`src/rtl/tri_timer_pkg.sv`:
```
package tri_timer_pkg;
  localparam int BANK_WORDS  = 4;
  localparam int EVT_PER_CH  = 3;
  localparam int CTRL_PER_CH = 3;

  // control bit offsets within a channel's field
  localparam int CB_EN  = 0;
  localparam int CB_SRC = 1;
  localparam int CB_IE  = 2;

  // event bit offsets within a channel's field of the state register
  localparam int EV_M1  = 0;
  localparam int EV_M2  = 1;
  localparam int EV_OVF = 2;

  typedef enum logic [1:0] {
    SEL_COUNT  = 2'd0,
    SEL_RELOAD = 2'd1,
    SEL_CMP1   = 2'd2,
    SEL_CMP2   = 2'd3
  } bank_sel_e;
endpackage

```
`src/rtl/tick_edge.sv`:
```
module tick_edge #(
  parameter int N = 3
) (
  input  logic         clk,
  input  logic         rst_n,
  input  logic [N-1:0] lvl_i,
  output logic [N-1:0] pulse_o
);
  logic [N-1:0] lvl_q;

  always_ff @(posedge clk or negedge rst_n) begin
    if (!rst_n) lvl_q <= '0;
    else        lvl_q <= lvl_i;
  end

  assign pulse_o = lvl_i & ~lvl_q;
endmodule

```
`src/rtl/tmr_channel.sv`:
```
module tmr_channel import tri_timer_pkg::*; #(
  parameter int W = 32
) (
  input  logic         clk,
  input  logic         rst_n,
  input  logic         ch_en,
  input  logic         ch_src,
  input  logic         ovf_ie,
  input  logic         count_up,
  input  logic         ext_pulse,
  input  logic         wr_en,
  input  logic [1:0]   wr_sel,
  input  logic [W-1:0] wr_data,
  output logic [W-1:0] cnt_o,
  output logic [W-1:0] reload_o,
  output logic [W-1:0] cmp1_o,
  output logic [W-1:0] cmp2_o,
  output logic [EVT_PER_CH-1:0] evt_o
);
  localparam logic [W-1:0] ALL_ONES = '1;
  localparam logic [W-1:0] ONE      = W'(1);

  function automatic logic at_limit(input logic [W-1:0] c, input logic up);
    return up ? (c == ALL_ONES) : (c == '0);
  endfunction

  function automatic logic [W-1:0] step(input logic [W-1:0] c, input logic up);
    return up ? c + ONE : c - ONE;
  endfunction

  logic [W-1:0] cnt_q, reload_q, cmp1_q, cmp2_q, cnt_nxt;
  logic tick, cnt_wr, live, wrap;

  assign tick    = ch_en && (ch_src ? ext_pulse : 1'b1);
  assign cnt_wr  = wr_en && (bank_sel_e'(wr_sel) == SEL_COUNT);
  assign live    = tick && !cnt_wr;
  assign wrap    = at_limit(cnt_q, count_up);
  assign cnt_nxt = wrap ? reload_q : step(cnt_q, count_up);

  always_ff @(posedge clk or negedge rst_n) begin
    if (!rst_n) begin
      cnt_q    <= '0;
      reload_q <= '0;
      cmp1_q   <= '0;
      cmp2_q   <= '0;
    end else begin
      if (cnt_wr)    cnt_q <= wr_data;
      else if (tick) cnt_q <= cnt_nxt;
      if (wr_en) begin
        case (bank_sel_e'(wr_sel))
          SEL_RELOAD: reload_q <= wr_data;
          SEL_CMP1:   cmp1_q   <= wr_data;
          SEL_CMP2:   cmp2_q   <= wr_data;
          default:    ;
        endcase
      end
    end
  end

  assign evt_o[EV_M1]  = live && (cnt_nxt == cmp1_q);
  assign evt_o[EV_M2]  = live && (cnt_nxt == cmp2_q);
  assign evt_o[EV_OVF] = live && wrap && ovf_ie;

  assign cnt_o    = cnt_q;
  assign reload_o = reload_q;
  assign cmp1_o   = cmp1_q;
  assign cmp2_o   = cmp2_q;


  idle_hold_chk: assert property (@(posedge clk) disable iff (!rst_n)
    (!ch_en && !cnt_wr) |=> (cnt_q == $past(cnt_q)));


  down_wrap_chk: assert property (@(posedge clk) disable iff (!rst_n)
    (tick && !cnt_wr && !count_up && cnt_q == '0) |=> (cnt_q == $past(reload_q)));


  sw_load_chk: assert property (@(posedge clk) disable iff (!rst_n)
    cnt_wr |=> (cnt_q == $past(wr_data)));


  cmp1_hit_chk: assert property (@(posedge clk) disable iff (!rst_n)
    evt_o[EV_M1] |=> (cnt_q == $past(cmp1_q)));
endmodule

```
`src/rtl/tri_timer.sv`:
```
module tri_timer import tri_timer_pkg::*; #(
  parameter int NUM_CH = 3,
  parameter int CNT_W  = 32,
  parameter int ADDR_W = 8
) (
  input  logic              clk,
  input  logic              rst_n,
  input  logic [ADDR_W-1:0] bus_addr,
  input  logic              bus_we,
  input  logic [CNT_W-1:0]  bus_wdata,
  output logic [CNT_W-1:0]  bus_rdata,
  input  logic [NUM_CH-1:0] ext_tick,
  output logic              irq_out
);
  localparam int EVT_W     = EVT_PER_CH * NUM_CH;
  localparam int CTRL_W    = CTRL_PER_CH * NUM_CH + 1;
  localparam int DIR_BIT   = CTRL_W - 1;
  localparam int IDX_W     = ADDR_W - 2;
  localparam int CTRL_IDX  = BANK_WORDS * NUM_CH;
  localparam int STATE_IDX = CTRL_IDX + 1;
  localparam int MASK_IDX  = CTRL_IDX + 2;

  logic [IDX_W-1:0]  idx;
  logic              aligned;
  logic [CTRL_W-1:0] ctrl_q;
  logic [EVT_W-1:0]  state_q, mask_q, evt_vec, state_clr;
  logic [NUM_CH-1:0] ext_pulse;
  logic [CNT_W-1:0]  ch_cnt [NUM_CH];
  logic [CNT_W-1:0]  ch_rel [NUM_CH];
  logic [CNT_W-1:0]  ch_c1  [NUM_CH];
  logic [CNT_W-1:0]  ch_c2  [NUM_CH];

  assign idx     = bus_addr[ADDR_W-1:2];
  assign aligned = (bus_addr[1:0] == 2'b00);

  tick_edge #(.N(NUM_CH)) u_edge (
    .clk     (clk),
    .rst_n   (rst_n),
    .lvl_i   (ext_tick),
    .pulse_o (ext_pulse)
  );

  for (genvar c = 0; c < NUM_CH; c++) begin : g_ch
    logic bank_we;
    assign bank_we = bus_we && aligned && (int'(idx[IDX_W-1:2]) == c);

    tmr_channel #(.W(CNT_W)) u_ch (
      .clk       (clk),
      .rst_n     (rst_n),
      .ch_en     (ctrl_q[c*CTRL_PER_CH + CB_EN]),
      .ch_src    (ctrl_q[c*CTRL_PER_CH + CB_SRC]),
      .ovf_ie    (ctrl_q[c*CTRL_PER_CH + CB_IE]),
      .count_up  (ctrl_q[DIR_BIT]),
      .ext_pulse (ext_pulse[c]),
      .wr_en     (bank_we),
      .wr_sel    (idx[1:0]),
      .wr_data   (bus_wdata),
      .cnt_o     (ch_cnt[c]),
      .reload_o  (ch_rel[c]),
      .cmp1_o    (ch_c1[c]),
      .cmp2_o    (ch_c2[c]),
      .evt_o     (evt_vec[c*EVT_PER_CH +: EVT_PER_CH])
    );
  end

  assign state_clr = (bus_we && aligned && int'(idx) == STATE_IDX)
                     ? bus_wdata[EVT_W-1:0] : '0;

  always_ff @(posedge clk or negedge rst_n) begin
    if (!rst_n) begin
      ctrl_q  <= '0;
      state_q <= '0;
      mask_q  <= '0;
    end else begin
      if (bus_we && aligned && int'(idx) == CTRL_IDX) ctrl_q <= bus_wdata[CTRL_W-1:0];
      if (bus_we && aligned && int'(idx) == MASK_IDX) mask_q <= bus_wdata[EVT_W-1:0];
      state_q <= (state_q & ~state_clr) | evt_vec;
    end
  end

  always_comb begin
    bus_rdata = '0;
    if (aligned) begin
      for (int c = 0; c < NUM_CH; c++) begin
        if (int'(idx[IDX_W-1:2]) == c) begin
          case (bank_sel_e'(idx[1:0]))
            SEL_COUNT:  bus_rdata = ch_cnt[c];
            SEL_RELOAD: bus_rdata = ch_rel[c];
            SEL_CMP1:   bus_rdata = ch_c1[c];
            default:    bus_rdata = ch_c2[c];
          endcase
        end
      end
      if (int'(idx) == CTRL_IDX)  bus_rdata = CNT_W'(ctrl_q);
      if (int'(idx) == STATE_IDX) bus_rdata = CNT_W'(state_q);
      if (int'(idx) == MASK_IDX)  bus_rdata = CNT_W'(mask_q);
    end
  end

  assign irq_out = |(state_q & ~mask_q);


  evt_recorded_chk: assert property (@(posedge clk) disable iff (!rst_n)
    (|evt_vec) |=> ((state_q & $past(evt_vec)) == $past(evt_vec)));
endmodule

```
`config.mk`:
```
export PLATFORM = sky130hd
export DESIGN_NAME = tri_timer
export DESIGN_NICKNAME = d
export VERILOG_FILES = /design/src/rtl/tri_timer_pkg.sv /design/src/rtl/tick_edge.sv /design/src/rtl/tmr_channel.sv /design/src/rtl/tri_timer.sv
export SDC_FILE = /design/constraint.sdc
export NUM_CORES = 1
export LEC_CHECK = 0
export BUFFER_PORTS_ARGS = -buffer_cell sky130_fd_sc_hd__buf_2
export CAP_MARGIN = 10
export CORE_MARGIN = 4
export CORE_UTILIZATION = 50
export DETAILED_ROUTE_END_ITERATION = 10
export GPL_TIMING_DRIVEN = 0
export PLACE_DENSITY = 0.65
export SLEW_MARGIN = 0
export SYNTH_ARGS = -nofsm -noshare
export SYNTH_HDL_FRONTEND = slang
export SYNTH_SLANG_ARGS = --single-unit
```
`constraint.sdc`:
```
create_clock -name clk -period 6.2 [get_ports clk]
set_clock_uncertainty 0.15 [all_clocks]
set_input_delay 0.93 -clock clk [delete_from_list [all_inputs] [get_ports clk]]
set_output_delay 0.93 -clock clk [all_outputs]
set_load 0.05 [all_outputs]
```
# Yosys cells after proc, flatten, opt, wreduce, memory -nomap -nowiden
# Cells that the tools add are included.
# word_totals
register_bits	415
word_cells	125
# classes
addsub	6
n_eq_ne	17
mux	29
n_bitwise	7
reduce_logical	50
# op_table
operator	count
2-to-1 mux 32 bit	19
one-hot mux 32 bit (3 select lines)	3
== test 32 bit	6
adder 32 x 1 -> 32 bit, second input constant	3
== test 32 bit, second input constant	3
zero test 32 bit	3
subtractor 32 x 1 -> 32 bit, second input constant	3
logical AND 1 bit	28
AND 9 bit	2
== test 6 x 5 -> 1 bit, second input constant	3
NOT 9 bit	2
AND reduction 2 bit	9
2-to-1 mux 9 bit	1
bitwise OR 9 bit	1
OR reduction 9 bit	1
2-to-1 mux 1 bit	6
nonzero test 2 bit	3
== test 2 bit, second input constant	2
== test 4 x 2 -> 1 bit, second input constant	1
== test 4 x 3 -> 1 bit, second input constant	1
zero test 2 bit	2
zero test 4 bit	1
AND 3 bit	1
zero test 1 bit	3
other kinds (2)	2

# Logic depth before layout (Yosys ltp)
# depth
ltp_word	9
depth_mapped	15

# Cells and area by module
# From an unflattened synthesis, not the netlist that was laid out.
# unflattened
hier_cells	3557
hier_area_um2	33334.5
# modules_own_cells
mod	n_inst	cells_each	area_each_um2	seq_area_each_um2
tmr_channel at g_ch[1].u_ch ...	2	1065	9653.0	3203.1
tmr_channel at g_ch[0].u_ch	1	959	9240.1	3203.1
tri_timer	1	462	4672.0	700.7
tick_edge	1	6	116.4	75.1

# Least setup slack after synthesis
# OpenSTA, ideal clock, no wires.
# synth_path
path_type	reg-to-reg
startpoint	register ctrl_q[9]
endpoint	register state_q[1]
arrival_time_ns	5.317
setup_slack_ns	0.657
stages_incl_launch_ff	15
period_less_slack_ns	5.543
cell_sequence	dfrtp_1 buf_4 inv_1 ha_1 o211ai_1 o21ai_0 nand2_1 a311oi_2 a21oi_2 o31ai_2 xor3_1 a211o_1 a2111o_1 or4_1 o21ai_1
# synth_via
elab_chain_cells	5
# synth_rtl
element	line	source
start: declaration	tri_timer.sv:25	logic [CTRL_W-1:0] ctrl_q;
2-to-1 mux 32 bit or 2-to-1 mux 1 bit (tied branches)	tmr_channel.sv:28, tmr_channel.sv:24	
2-to-1 mux 32 bit (*)	tmr_channel.sv:38	assign cnt_nxt = wrap ? reload_q : step(cnt_q, count_up);
== test 32 bit (*)	tmr_channel.sv:61	assign evt_o[EV_M2] = live && (cnt_nxt == cmp2_q);
logical AND 1 bit (*)	tmr_channel.sv:61	
bitwise OR 9 bit (*)	tri_timer.sv:77	state_q <= (state_q & ~state_clr) | evt_vec;
end signal: assignment	tri_timer.sv:77	
end: declaration	tri_timer.sv:26	logic [EVT_W-1:0] state_q, mask_q, evt_vec, state_clr;
# Every way passes the cells marked *; elsewhere a longest branch is shown, timed or not.
# A chain may end at the register's enable or synchronous reset.

# Worst setup path in the final report
# layout_path
startpoint	register ctrl_q[9]
endpoint	register state_q[0]
# layout_via
elab_chain_cells	5
# layout_rtl
element	line	source
2-to-1 mux 32 bit or 2-to-1 mux 1 bit (tied branches)	tmr_channel.sv:28, tmr_channel.sv:24	
2-to-1 mux 32 bit (*)	tmr_channel.sv:38	
== test 32 bit (*)	tmr_channel.sv:60	assign evt_o[EV_M1] = live && (cnt_nxt == cmp1_q);
logical AND 1 bit (*)	tmr_channel.sv:60	
bitwise OR 9 bit (*)	tri_timer.sv:77	
# Marks and branches as above.

==> metrics <==
Hold Worst Slack 266 ps; first-pass GRT wire length roughly 220000 um; area delta synth->final 10.5%; Detailed Place HPWL 121000 um; Iteration-0 DRC Markers 4873; Pins Over Slew Limit 0; IO Count 79; worst setup margin -195 ps; maxcap violations 0; routability cong. 1.04; final hold vios 0; grt total ovfl 0; Crit. End Element flop; final cell count without fillers 4463; CTS Buf Count 48; final instance area 0.0356 mm2; area of the multi-input gates a little over 0.02 mm2; Avg Inst Size Synth 9.37 um2; Worst EP required 6580 ps; failing checks setup timing; top_reg_cell synth dfrtp_1; post-synthesis sequential area ratio 0.322; Reg clk slew, reported paths 80 ps; area leader, netlist dfrtp_1; Lkg Pwr 0.0154 uW; Die Width between 200 and 300 um; GRT Total Usage 0.442; RSZ-0062 raised after global routing no; Post-Syn Instances 3440; Worst Setup Start Kind flop; Final Power 12700 uW; Power Density 356 mW/mm2; Buffers on Ports 78; placed insts 4372; ranking of synthesized cells by area dfrtp_1, mux2_2, mux4_2; Routed WL 154000 um; layout cell share with drive strength beyond 1 0.178; Ys Warns 0; die height 262 um; Final setup viols 3; fin crit share 1.03; Synth async-reset ratio 1.00; Initial Util 0.508; fill count 5888; Setup WS pre-CTS -548 ps; Max Freq 0.156 GHz; Cell Area, Synth 0.0322 mm2; initial antenna violation count 6; area post-placement 0.0339 mm2; pin count of the biggest net entering global routing 111; Synth Register Bits just over 400; vias in the first global route between 20000 and 30000; Max Fanout on Critical Path 60; CP Class reg2reg; post-synth cell types 97; Root Buffer clkbuf_16; clk_lat worst skew 630 ps; Data arrival, critical path between 6000 and 7000 ps; crit path time final 6400 ps; Hold Path Class in2reg; Vias/cell 7.05; Max-slew headroom 0.117; TritonCTS clock tree yes; placeable core region 0.0634 mm2; number of synthesized flops with an enable pin 0; number of remaining DRC errors 0; syn_nets 3579; Pre-antenna DRT Iters 8; Die ar. 0.0686 mm2; Clock Sinks approximately 420; clock tree buffer depth 3; Final #Nets 3717; Antenna Nets Post-Route 0; Register Area 0.0104 mm2; DR vias ~31000; DR WL/cell 34.6 um; outcome finished with violations; Yosys top cell area share 0.322; postcts setup bufs 0; H-tree Lvls 2; IR drop worst, VDD 0.285 mV; Site Rows 92; Slew @ Worst Pin between 1000 and 1500 ps
logic make-up (layout without fill, tap and decap cells):
group / count (synthesis) / in the layout / synth area share
buf+inv: 334 / 510 / 0.0422
fa+ha+maj: 93 / 93 / 0.0368
xor+xnor: 326 / 326 / 0.0919
compound gates: 862 / 862 / 0.174
mux: 459 / 459 / 0.191
other cells: 0 / 1 / 0
simple gates: 951 / 951 / 0.142
flops: 415 / 415 / 0.322
cells in the final DEF, fill, tap and decap left out, types with 11 or more instances in the layout:
cell type	count
dfrtp_1	414
nand2_1	330
mux2_2	291
nor2_1	223
a21oi_1	220
o21ai_0	215
clkbuf_1	168
xnor2_1	168
xor2_1	150
inv_1	98
mux4_2	96
buf_2	94
ha_1	90
mux2i_1	72
nand4_1	72
a211oi_1	57
nor4_1	54
nand3_1	49
clkbuf_16	48
o211ai_1	42
buf_1	41
nor3_1	38
a21o_1	35
and2_1	31
and3_1	26
a31oi_1	26
a221oi_1	25
o21a_1	23
o31ai_1	23
nand2b_1	22
o22ai_1	22
or3_1	19
o2111ai_1	16
o221ai_1	16
or2_2	12
nand3b_1	12
or4_1	11
and4_1	11
stage by stage:
step	util	setup TNS [ps]
final	0.561	-295
after global routing	0.561	0
after floorplan	-	0
after CTS	0.561	0
after detailed placement	0.534	-1500
after global placement	0.531	-1983260
flip-flops by register name (all words and copies together), names as in the netlist:
| register | cells |
|---|---|
| ctrl_q | 10 |
| g_ch.u_ch.cmp1_o | 96 |
| g_ch.u_ch.cmp2_o | 96 |
| g_ch.u_ch.cnt_o | 96 |
| g_ch.u_ch.reload_o | 96 |
| mask_q | 9 |
| state_q | 9 |
| u_edge.lvl_q | 3 |
routing by layer:
layer  wire [um]  GRT usage  share of wire
met5          30          0        0.00019
met1       62500      0.629           0.40
met3       20400      0.136           0.13
met4       10200      0.223          0.066
met2       61300      0.605           0.40
synthesized netlist by cell type, drive strengths merged (72+ instances only):
library cell,count
dfrtp,415
nand2,332
mux2,291
nor2,224
a21oi,223
o21ai,222
clkbuf,168
xnor2,168
xor2,151
inv,99
mux4,96
ha,90
mux2i,72
nand4,72
final timing paths:
path | cells after the start | from | end | slack [ps]
min in group asynchronous | 2 | rst_n | g_ch[0].u_ch.cnt_o[5] | 570
max reg2reg | 16 | ctrl_q[9] | state_q[0] | -200
min reg2reg | 2 | state_q[3] | state_q[3] | 340
max | 16 | ctrl_q[9] | state_q[0] | -200
min | 1 | ext_tick[0] | u_edge.lvl_q[0] | 270
max in group asynchronous | 5 | rst_n | g_ch[0].u_ch.cmp2_o[14] | 3530
critical path, stage by stage (launching register included):
cell and delay, ps:
dfrtp_2 600, buf_4 410, inv_6 190, buf_16 240
ha_1 490, clkbuf_1 290, a21oi_1 230, o21ai_0 140
a22oi_1 360, a31oi_2 330, xnor2_1 670, o221ai_1 420
o41ai_1 140, o21ai_0 170, a2111oi_1 850, nand4_1 180
o31ai_1 290
layout make-up:
type | instances | share of cell area
Timing Repair Buffer | 88 | 0.0166
Tap cell | 846 | 0.0297
Clock inverter | 26 | 0.00885
Inverter | 99 | 0.0106
Sequential cell | 415 | 0.292
Clock buffer | 62 | 0.0372
Buffer | 235 | 0.0278
Multi-Input combinational cell | 2691 | 0.578
Antenna cell | 1 | 0.0000703
power by group:
part	switching, uW	total (uW)	internal, uW	leakage (uW)
Clock	1340	3080	1730	0.000792
Combinational	3550	5710	2160	0.00911
Sequential	811	3880	3070	0.00550
Total	5710	12700	6960	0.0154
repair_timing:
item                                   in CTS  in global routing
endpoints found under the hold margin      22                  0
hold buffers                                1                  0
gates resized for setup                     8                 15
pin swaps                                   0                  1
setup endpoints to repair                   4                  4
Note: power is estimated with default switching activity, not from simulation.
